### config.mk
export PLATFORM = sky130hd
export DESIGN_NAME = adc_window_watch
export DESIGN_NICKNAME = d
export VERILOG_FILES = /design/src/rtl/adcw_pkg.sv /design/src/rtl/adcw_limit_reg.sv /design/src/rtl/adcw_compare.sv /design/src/rtl/adcw_flag_ctrl.sv /design/src/rtl/adc_window_watch.sv
export SDC_FILE = /design/constraint.sdc
export NUM_CORES = 1
export LEC_CHECK = 0
export ABC_AREA = 1
export BUFFER_PORTS_ARGS = -buffer_cell sky130_fd_sc_hd__buf_2
export CAP_MARGIN = 15
export CORE_MARGIN = 4
export CORE_UTILIZATION = 50
export DETAILED_ROUTE_END_ITERATION = 8
export GPL_TIMING_DRIVEN = 0
export MAX_ROUTING_LAYER = met4
export PLACE_DENSITY = 0.74
export SYNTH_ARGS = -nofsm -noshare
export SYNTH_HDL_FRONTEND = slang
export SYNTH_SLANG_ARGS = --single-unit
### constraint.sdc
create_clock -name clk -period 1.4 [get_ports clk]
set_input_delay 0.28 -clock clk [delete_from_list [all_inputs] [get_ports clk]]
set_output_delay 0.28 -clock clk [all_outputs]
set_load 0.02 [all_outputs]
### src/rtl/adcw_pkg.sv
package adcw_pkg;
  localparam int CTRL_FLAG_BIT = 0;
  localparam int CTRL_EN_BIT   = 1;

  typedef enum logic {
    MODE_OUTSIDE = 1'b0,
    MODE_INSIDE  = 1'b1
  } win_mode_e;
endpackage

### src/rtl/adcw_limit_reg.sv
module adcw_limit_reg #(
  parameter int DATA_W = 16,
  parameter int BYTE_W = 8,
  parameter int ADDR_W = 3,
  parameter int BASE   = 0,
  parameter logic [DATA_W-1:0] RESET_VAL = '0
) (
  input  logic              clk,
  input  logic              rst,
  input  logic              we,
  input  logic [ADDR_W-1:0] addr,
  input  logic [BYTE_W-1:0] wdata,
  output logic [DATA_W-1:0] lim
);
  localparam int NB = DATA_W / BYTE_W;

  for (genvar b = 0; b < NB; b++) begin : g_byte
    logic [BYTE_W-1:0] byte_q;
    always_ff @(posedge clk) begin
      if (rst) begin
        byte_q <= RESET_VAL[b*BYTE_W +: BYTE_W];
      end else if (we && addr == ADDR_W'(BASE + b)) begin
        byte_q <= wdata;
      end
    end
    assign lim[b*BYTE_W +: BYTE_W] = byte_q;
  end

  // reset loads the limit's reset value
  p_reset_value_r1: assert property (@(posedge clk) rst |=> (lim == RESET_VAL));
  // no write in this limit's range leaves it unchanged
  p_hold_r2: assert property (@(posedge clk) disable iff (rst)
    !(we && int'(addr) >= BASE && int'(addr) < BASE + NB) |=> $stable(lim));
endmodule

### src/rtl/adcw_compare.sv
module adcw_compare
  import adcw_pkg::*;
#(
  parameter int DATA_W = 16
) (
  input  logic [DATA_W-1:0] above_lim,
  input  logic [DATA_W-1:0] below_lim,
  input  logic [DATA_W-1:0] sample,
  output logic              hit
);
  win_mode_e mode;
  logic      gt_above;
  logic      lt_below;

  always_comb begin
    mode     = (below_lim > above_lim) ? MODE_INSIDE : MODE_OUTSIDE;
    gt_above = sample > above_lim;
    lt_below = sample < below_lim;
    case (mode)
      MODE_INSIDE: hit = gt_above && lt_below;
      default:     hit = gt_above || lt_below;
    endcase
  end
endmodule

### src/rtl/adcw_flag_ctrl.sv
module adcw_flag_ctrl (
  input  logic clk,
  input  logic rst,
  input  logic smp_valid,
  input  logic hit,
  input  logic ctrl_we,
  input  logic wr_flag,
  input  logic wr_en,
  output logic flag_q,
  output logic en_q,
  output logic irq_q
);
  logic flag_d;
  logic en_d;

  always_comb begin
    flag_d = flag_q;
    en_d   = en_q;
    if (ctrl_we) begin
      en_d = wr_en;
      if (!wr_flag) flag_d = 1'b0;
    end
    if (smp_valid && hit) flag_d = 1'b1;
  end

  always_ff @(posedge clk) begin
    if (rst) begin
      flag_q <= 1'b0;
      en_q   <= 1'b0;
      irq_q  <= 1'b0;
    end else begin
      flag_q <= flag_d;
      en_q   <= en_d;
      irq_q  <= flag_d && en_d;
    end
  end

  // a strobed hit always leaves the flag set
  p_hit_sets_r8: assert property (@(posedge clk) disable iff (rst)
    (smp_valid && hit) |=> flag_q);
  // without a strobed hit the flag cannot rise
  p_no_strobe_r5: assert property (@(posedge clk) disable iff (rst)
    (!flag_q && !(smp_valid && hit)) |=> !flag_q);
  // only a clearing control write drops the flag
  p_sticky_r7: assert property (@(posedge clk) disable iff (rst)
    (flag_q && !(ctrl_we && !wr_flag)) |=> flag_q);
  // the interrupt tracks flag and enable
  p_irq_r9: assert property (@(posedge clk) disable iff (rst)
    irq_q == (flag_q && en_q));
endmodule

### src/rtl/adc_window_watch.sv
module adc_window_watch
  import adcw_pkg::*;
#(
  parameter int DATA_W = 16,
  parameter int BYTE_W = 8,
  parameter int ADDR_W = 3
) (
  input  logic              clk,
  input  logic              rst,
  input  logic              smp_valid,
  input  logic [DATA_W-1:0] smp_data,
  input  logic              reg_we,
  input  logic [ADDR_W-1:0] reg_addr,
  input  logic [BYTE_W-1:0] reg_wdata,
  output logic [BYTE_W-1:0] rd_data,
  output logic              win_flag,
  output logic              win_irq
);
  localparam int NB         = DATA_W / BYTE_W;
  localparam int ABOVE_BASE = 0;
  localparam int BELOW_BASE = NB;
  localparam int CTRL_ADDR  = 2 * NB;

  logic [DATA_W-1:0] above_lim;
  logic [DATA_W-1:0] below_lim;
  logic              hit;
  logic              ctrl_we;
  logic              flag_q;
  logic              en_q;
  logic              irq_q;
  logic [BYTE_W-1:0] rd_d;
  logic [BYTE_W-1:0] rd_q;

  adcw_limit_reg #(
    .DATA_W(DATA_W), .BYTE_W(BYTE_W), .ADDR_W(ADDR_W),
    .BASE(ABOVE_BASE), .RESET_VAL({DATA_W{1'b1}})
  ) u_above (
    .clk(clk), .rst(rst), .we(reg_we), .addr(reg_addr),
    .wdata(reg_wdata), .lim(above_lim)
  );

  adcw_limit_reg #(
    .DATA_W(DATA_W), .BYTE_W(BYTE_W), .ADDR_W(ADDR_W),
    .BASE(BELOW_BASE), .RESET_VAL({DATA_W{1'b0}})
  ) u_below (
    .clk(clk), .rst(rst), .we(reg_we), .addr(reg_addr),
    .wdata(reg_wdata), .lim(below_lim)
  );

  adcw_compare #(.DATA_W(DATA_W)) u_cmp (
    .above_lim(above_lim), .below_lim(below_lim),
    .sample(smp_data), .hit(hit)
  );

  assign ctrl_we = reg_we && (reg_addr == ADDR_W'(CTRL_ADDR));

  adcw_flag_ctrl u_flag (
    .clk(clk), .rst(rst), .smp_valid(smp_valid), .hit(hit),
    .ctrl_we(ctrl_we),
    .wr_flag(reg_wdata[CTRL_FLAG_BIT]), .wr_en(reg_wdata[CTRL_EN_BIT]),
    .flag_q(flag_q), .en_q(en_q), .irq_q(irq_q)
  );

  always_comb begin
    rd_d = '0;
    for (int b = 0; b < NB; b++) begin
      if (reg_addr == ADDR_W'(ABOVE_BASE + b)) rd_d = above_lim[b*BYTE_W +: BYTE_W];
      if (reg_addr == ADDR_W'(BELOW_BASE + b)) rd_d = below_lim[b*BYTE_W +: BYTE_W];
    end
    if (reg_addr == ADDR_W'(CTRL_ADDR)) begin
      rd_d[CTRL_FLAG_BIT] = flag_q;
      rd_d[CTRL_EN_BIT]   = en_q;
    end
  end

  always_ff @(posedge clk) begin
    if (rst) rd_q <= '0;
    else     rd_q <= rd_d;
  end

  assign rd_data  = rd_q;
  assign win_flag = flag_q;
  assign win_irq  = irq_q;

  // the reset limits admit no sample
  p_reset_limits_quiet_r6: assert property (@(posedge clk) disable iff (rst)
    (above_lim == {DATA_W{1'b1}} && below_lim == {DATA_W{1'b0}}) |-> !hit);
  // a cycle with no write and no hit keeps flag and enable
  p_read_no_effect_r11: assert property (@(posedge clk) disable iff (rst)
    (!reg_we && !(smp_valid && hit)) |=> ($stable(flag_q) && $stable(en_q)));
endmodule

==> results.py, run 1 <==
metrics = {
    "power_and_ir_drop": {
        "power_density_nw_per_um2": 746.2,
        "ir_drop_uv": 737.5,
        "power.leakage_nw": 1.616,
    },
    "clock_tree": {
        "cts-root-buf": "clkbuf_8",
        "cts_tree": "yes",
        "clkLatencyLatePin_ps": 290,
        "clkTransAtPathRegs_ps": 80,
        "cts_max_level": 2,
        "cts.sinks": 43,
        "cts_inserted_buffers": 5,
        "clk_path_buf_depth": 2,
    },
    "hold_path": {
        "holdPathStages": 3,
        "hp-start": "reg_wdata[3]",
        "hp-class": "in2reg",
        "hold_path_end": "u_above.g_byte[1].byte_q[3]$_SDFFE_PP1P_",
    },
    "setup_path": {
        "crit_required_ps": 1640,
        "worstSetupEndpointType": "flip-flop",
        "critPathMaxFanout": 4,
        "cpPeakStageDelay_ps": 350,
        "reg2reg_from": "u_above.g_byte[0].byte_q[3]$_SDFFE_PP1P_",
        "r2r_cells": 14,
        "worst_path_max_delay_cell": "dfxtp_2",
        "r2r_slack_ps": -240,
        "crit_chain": "inv_4 -> ha_4 -> nand2_1 -> inv_1 -> nand2_1 -> nand2_1 -> nand2_1 -> nand2_1 -> nand2_1 -> nand2_1 -> nand2_1 -> a21oi_1 -> nand2_2 -> a21oi_2",
        "cp_num_cells": 14,
        "cp-start-kind": "flip-flop",
        "criticalPathCategory": "reg2reg",
        "worstPathArrival_ps": 1880,
        "crit_top_cell": "nand2_1",
        "path_buf_inv": 2,
        "cp_top_family": "simple AND/OR/NAND/NOR gates",
        "r2r_end": "u_flag.irq_q$_SDFF_PP0_",
    },
    "synth": {
        "synth.largest_area_cell": "dfxtp_1",
        "synth_top_area_share": 0.3119,
        "synthTopCellsByCount": "nand2_1 (76), inv_1 (51), a21oi_1 (50)",
        "synth_area_um2": 2760,
        "ys.flop_type": "dfxtp_1",
        "synthArstFlopShare": 0,
        "yosysMostFrequentCell": "nand2_1",
        "postSynthCellCount": 365,
        "seq_area_frac_synth": 0.3119,
        "synthTopCellsByArea": "dfxtp_1 (31%), ha_1 (21%), nand2_1 (10%)",
        "ys_seq_elements": 43,
        "ys_types": 28,
        "avgSynthCellArea_um2": 7.562,
        "yosys_warnings": 0,
        "syn_nets": 443,
        "synth-edff-count": 0,
    },
    "floorplanning": {
        "io_pins": 41,
        "num_rows": 26,
        "dieArea_um2": 6773,
        "fp.dieH_um": 82.30,
        "core_um2": 5238,
        "die_w_um": 82.30,
        "initial_core_util": 0.5270,
    },
    "sta": {
        "setup_violations": 2,
        "post-route-period-util": 1.175,
        "fmax_ghz": 0.6080,
        "rsz0062_at_grt": "true",
        "layout_min_cycle_time_ps": 1645,
        "hold_viol": 0,
        "fin_skew_ps": 5.556,
        "drv_slew": 0,
        "tightest_slew_ps": 601.0,
        "timing.slew.headroom": 0.5979,
        "setup_slack_ps": -244.8,
    },
    "detailed_routing": {
        "dr.first_iter.drc_count": 143,
        "finalWirelength_mm": 7.244,
        "wire_per_inst_um": 14.84,
        "drc": 0,
        "via_per_inst": 5.395,
        "first_pass_iters": 4,
        "dr_total_vias": 2633,
        "postRouteAntennaNets": 0,
    },
    "global_route": {
        "grt_max_degree": 13,
        "grt_pass1_wl_mm": 11.63,
        "overflow": 0,
        "grt_pass1_vias": 2498,
        "antenna_found_initial": 0,
        "track_usage": 0.2274,
    },
    "finish": {
        "final_nets": 495,
        "fin_util": 0.7062,
        "final.fill_count": 404,
        "stdcell_count": 488,
        "num_antenna_cells": 0,
        "syn_to_final_growth_pct": 34.00,
        "drive_above_1_share": 0.3995,
    },
    "placed_design": {
        "place_congestion": 0.8447,
        "place_inst": 474,
        "io_buffers": 39,
        "post-dp-hpwl_mm": 5.549,
        "post-place-ws_ps": -301.0,
    },
    "status": {
        "status": "finished, violations left",
        "violations": "setup timing",
    },
    "run": {
        "cap_viol_max_count": 0,
    },
}
==> power breakdown <==
part	total (mW)	switching, mW	internal (mW)
combinational	0.590	0.346	0.245
sequential	1.31	0.0338	1.28
clock	0.859	0.409	0.450
total	2.76	0.789	1.97
==> how the worst max path moves through the flow <==
stage | startpoint | end | slack (ps)
finish | u_above.g_byte[0].byte_q[3]$_SDFFE_PP1P_ | u_flag.irq_q$_SDFF_PP0_ | -240
global route | u_above.g_byte[0].byte_q[3]$_SDFFE_PP1P_ | u_flag.irq_q$_SDFF_PP0_ | -410
CTS | u_above.g_byte[0].byte_q[7]$_SDFFE_PP1P_ | u_flag.irq_q$_SDFF_PP0_ | -220
detailed placement | smp_data[7] | u_flag.irq_q$_SDFF_PP0_ | -300
global placement | smp_data[7] | u_flag.irq_q$_SDFF_PP0_ | -310
floorplan | u_above.g_byte[1].byte_q[5]$_SDFFE_PP1P_ | u_flag.irq_q$_SDFF_PP0_ | -10
==> area by class of cell <==
cell class	instances	area, µm²	area share
timing repair buffer	45	240.2	0.06495
multi-input combinational	262	2115	0.5717
tap	70	87.58	0.02368
buffer	8	47.55	0.01286
inverter	52	220.2	0.05954
sequential	43	888.4	0.2402
clock buffer	8	100.1	0.02706
==> registers in the layout (all words and copies together), names as in the netlist <==
name                   flops
u_above.g_byte.byte_q     16
u_flag.irq_q               1
u_below.g_byte.byte_q     16
u_flag.en_q                1
u_flag.flag_q              1
rd_data                    8
==> cell families after synthesis <==
kind of cell    after synthesis  share of synthesized area
flops                        43                     0.3119
compound gates              105                     0.2171
simple gates                110                     0.1700
fa+ha+maj                    47                     0.2131
buf+inv                      60                    0.08794
==> metrics by stage <==
step | power [mW] | instance area, µm² | hold slack, ps | TNS, ps
2_1_floorplan | 1.640 | 2942 | 410.2 | -23.58
3_3_place_gp | 1.801 | 3224 | 498.8 | -1219
3_5_place_dp | 1.819 | 3224 | 493.7 | -1483
4_1_cts | 2.696 | 3400 | 258.1 | -442.0
5_1_grt | 2.927 | 3699 | 268.2 | -800.6
6_report | 2.760 | 3699 | 259.4 | -475.8
==> metal layers <==
metal  vias to the layer above  GRT usage  share of wire
li1                       1355          -              -
met1                      1201     0.3036           0.45
met2                        66     0.3662           0.49
met3                        11    0.03579          0.051
met4                         0    0.04319          0.012
met5                         -          -              0
==> worst reg2reg max path, cell delays in order (launching register included) <==
cell and delay (ps):
dfxtp_2 350, inv_4 50, ha_4 260, nand2_1 60, inv_1 70, nand2_1 50
nand2_1 60, nand2_1 50, nand2_1 70, nand2_1 50, nand2_1 50, nand2_1 70
a21oi_1 170, nand2_2 100, a21oi_2 130
==> what timing repair did <==
item / in CTS / in global routing
pin swaps: 11 / 19
setup buffers: 1 / 5
gates resized for setup: 20 / 68
setup endpoints to repair: 2 / 2
hold buffers: 0 / 0
==> layout by cell type, fill, tap and decap left out <==
cell type,n
inv_4,10
nand2_2,12
clkbuf_1,4
ha_1,22
dfxtp_2,22
nand3b_1,1
nand2_1,61
buf_4,8
a31oi_1,2
a21oi_1,40
nand3_1,3
o211ai_1,17
ha_4,25
inv_1,30
buf_6,1
o22ai_1,8
a21oi_2,10
o21ai_0,17
buf_2,41
inv_2,12
nor3_1,1
o21ai_2,3
nand4_1,4
dfxtp_1,21
clkbuf_8,7
o21ai_1,3
a21o_1,2
nor3_4,1
nor2_4,6
nand2_4,5
a221oi_1,2
nor2_2,3
a211oi_2,1
nor2_1,13
No activity file was read; power rests on OpenSTA's default activity.
==> run 2, diff against run 1 <==
CORE_ASPECT_RATIO = 0.8   (was not set)
==> run 2 against run 1 <==
The run still ends with setup timing left. Sequential power is essentially flat. Clock skew shrank 1.2 ps. Via count grew 2.9%. Non-clock buffer count shrank 2. Final cell count shrank 2.0%. Clock power shrank 9.0%. Sequential share of layout area grew 0.40 points. Count of clock-buffer cells in the layout shrank 1. Combinational power grew 1%. Maximum frequency shrank 0.51%. Wire length grew 3.0%. Largest power group unchanged. Highest routed layer unchanged.
==> results.py, run 2 (synthesis results as in run 1) <==
metrics = {
    "setup_path": {
        "criticalPathCategory": "reg2reg",
        "reg2reg_from": "u_below.g_byte[1].byte_q[5]$_SDFFE_PP0P_",
        "worst_path_max_delay_cell": "dfxtp_1",
        "crit_chain": "ha_4 -> a21oi_1 -> o21ai_1 -> a21oi_2 -> nand2_1 -> o21ai_1 -> nand2_1 -> nand2_1 -> nand2_2 -> a21oi_2",
        "critPathMaxFanout": 3,
        "worstPathArrival_ps": 1900,
        "worstSetupEndpointType": "flip-flop",
        "crit_top_cell": "nand2_1",
        "cp_top_family": "compound AO/OA/AOI/OAI gates",
        "startpoint": "u_below.g_byte[1].byte_q[5]$_SDFFE_PP0P_",
        "cp-start-kind": "flip-flop",
        "cpPeakStageDelay_ps": 410,
        "path_buf_inv": 0,
        "crit_required_ps": 1640,
    },
    "finish": {
        "num_antenna_cells": 0,
        "final_cell_mix": "nand2_1 (62), a21oi_1 (42), buf_2 (41)",
        "final_cell_area_um2": 3633,
        "drive_above_1_share": 0.3702,
        "syn_to_final_growth_pct": 31.64,
        "final_nets": 493,
        "final.fill_count": 420,
        "final_common_cell": "nand2_1",
    },
    "power_and_ir_drop": {
        "power_density_nw_per_um2": 739.4,
        "ir_drop_uv": 608.3,
        "power.leakage_nw": 1.579,
    },
    "status": {
        "violations": "setup timing",
        "status": "finished, violations left",
    },
    "global_route": {
        "grt_max_degree": 13,
        "overflow": 0,
        "track_usage": 0.2266,
        "grt_pass1_wl_mm": 11.98,
        "antenna_found_initial": 0,
        "grt_pass1_vias": 2569,
    },
    "detailed_routing": {
        "wire_per_inst_um": 15.61,
        "dr.first_iter.drc_count": 200,
        "postRouteAntennaNets": 0,
        "via_per_inst": 5.667,
        "drc": 0,
        "dr_total_vias": 2709,
        "first_pass_iters": 5,
        "finalWirelength_mm": 7.463,
    },
    "run": {
        "cap_viol_max_count": 0,
    },
    "placed_design": {
        "io_buffers": 39,
        "post-dp-hpwl_mm": 5.588,
        "placed_area_um2": 3214,
        "place_congestion": 0.8745,
        "post-place-ws_ps": -337.5,
    },
    "sta": {
        "hold_viol": 0,
        "fin_skew_ps": 4.329,
        "layout_min_cycle_time_ps": 1653,
        "setup_violations": 2,
        "timing.slew.headroom": 0.5759,
        "post-route-period-util": 1.181,
        "rsz0062_at_grt": "true",
        "setup_slack_ps": -253.2,
        "tightest_slew_ps": 633.8,
        "drv_slew": 0,
        "fmax_ghz": 0.6049,
    },
    "clock_tree": {
        "cts_max_level": 2,
        "clkLatencyLatePin_ps": 300,
        "cts-root-buf": "clkbuf_8",
        "cts_hold_buf": 0,
        "cts.sinks": 43,
        "clkTransAtPathRegs_ps": 80,
        "cts_tree": "yes",
        "clk_path_buf_depth": 2,
        "cts_inserted_buffers": 5,
    },
    "floorplanning": {
        "dieArea_um2": 6781,
        "initial_core_util": 0.5329,
        "io_pins": 41,
        "num_rows": 23,
        "die_w_um": 91.07,
        "fp.dieH_um": 74.46,
        "core_um2": 5180,
    },
    "hold_path": {
        "hp-class": "in2reg",
        "hp-start": "reg_wdata[6]",
    },
}
## run 2: changes by cell type in the layout (fill, tap and decap cells not counted), moves of 2 or more
cell | before | now
a21oi_2 | 10 | 7
buf_4 | 8 | 6
clkbuf_8 | 7 | 5
inv_1 | 30 | 34
a21oi_1 | 40 | 42
nor2_1 | 13 | 15
nor2_2 | 3 | 1
inv_4 | 10 | 7
## run 2: area by class of cell
cell class | instances | area, µm² | area share
multi-input combinational | 262 | 2102 | 0.5785
clock inverter | 1 | 5.005 | 0.001377
tap | 62 | 77.57 | 0.02135
clock buffer | 7 | 76.32 | 0.02101
inverter | 52 | 212.7 | 0.05854
buffer | 8 | 47.55 | 0.01309
sequential | 43 | 887.1 | 0.2441
timing repair buffer | 43 | 225.2 | 0.06198
## run 2: final timing paths
check	to	slack, ps	cells after the start
max	u_flag.irq_q$_SDFF_PP0_	-250	10
min	u_above.g_byte[1].byte_q[6]$_SDFFE_PP1P_	250	3
max reg2reg	u_flag.irq_q$_SDFF_PP0_	-250	10
min reg2reg	rd_data[2]$_SDFF_PP0_	510	2
## run 2: worst reg2reg max path: stages (launching register included)
cell and delay, ps:
dfxtp_1 410, ha_4 230, a21oi_1 160, o21ai_1 130, a21oi_2 160, nand2_1 70, o21ai_1 70, nand2_1 70
nand2_1 70, nand2_2 80, a21oi_2 140
## run 2: metal layers
layer	track usage	share of wire
met2	0.3540	0.45
met1	0.2963	0.46
met4	0.07525	0.020
met5	-	0
met3	0.04651	0.069
## run 2: timing repair
item                                   4_1_cts  5_1_grt
setup buffers                                2        2
gates cloned                                 0        0
pin swaps                                   13       22
gates resized for setup                     26       49
setup endpoints to repair                    2        2
endpoints found under the hold margin        0        0
## run 2: power breakdown
part           switching, mW  internal [mW]  total, mW
Combinational          0.355          0.242      0.596
Clock                  0.432          0.351      0.782
Sequential            0.0321           1.28       1.31
## run 2: per-stage QoR
| step | cells | power [mW] | utilization | hold WS (ps) | setup TNS, ps |
|---|---|---|---|---|---|
| 2_1_floorplan | 365 | 1.640 | - | 410.2 | -23.58 |
| 3_3_place_gp | 466 | 1.801 | 0.6205 | 495.1 | -1441 |
| 3_5_place_dp | 466 | 1.817 | 0.6205 | 493.5 | -2104 |
| 4_1_cts | 476 | 2.583 | 0.6572 | 260.5 | -454.0 |
| 5_1_grt | 478 | 2.813 | 0.7014 | 253.0 | -714.2 |
| 6_report | 478 | 2.687 | 0.7014 | 248.9 | -494.7 |
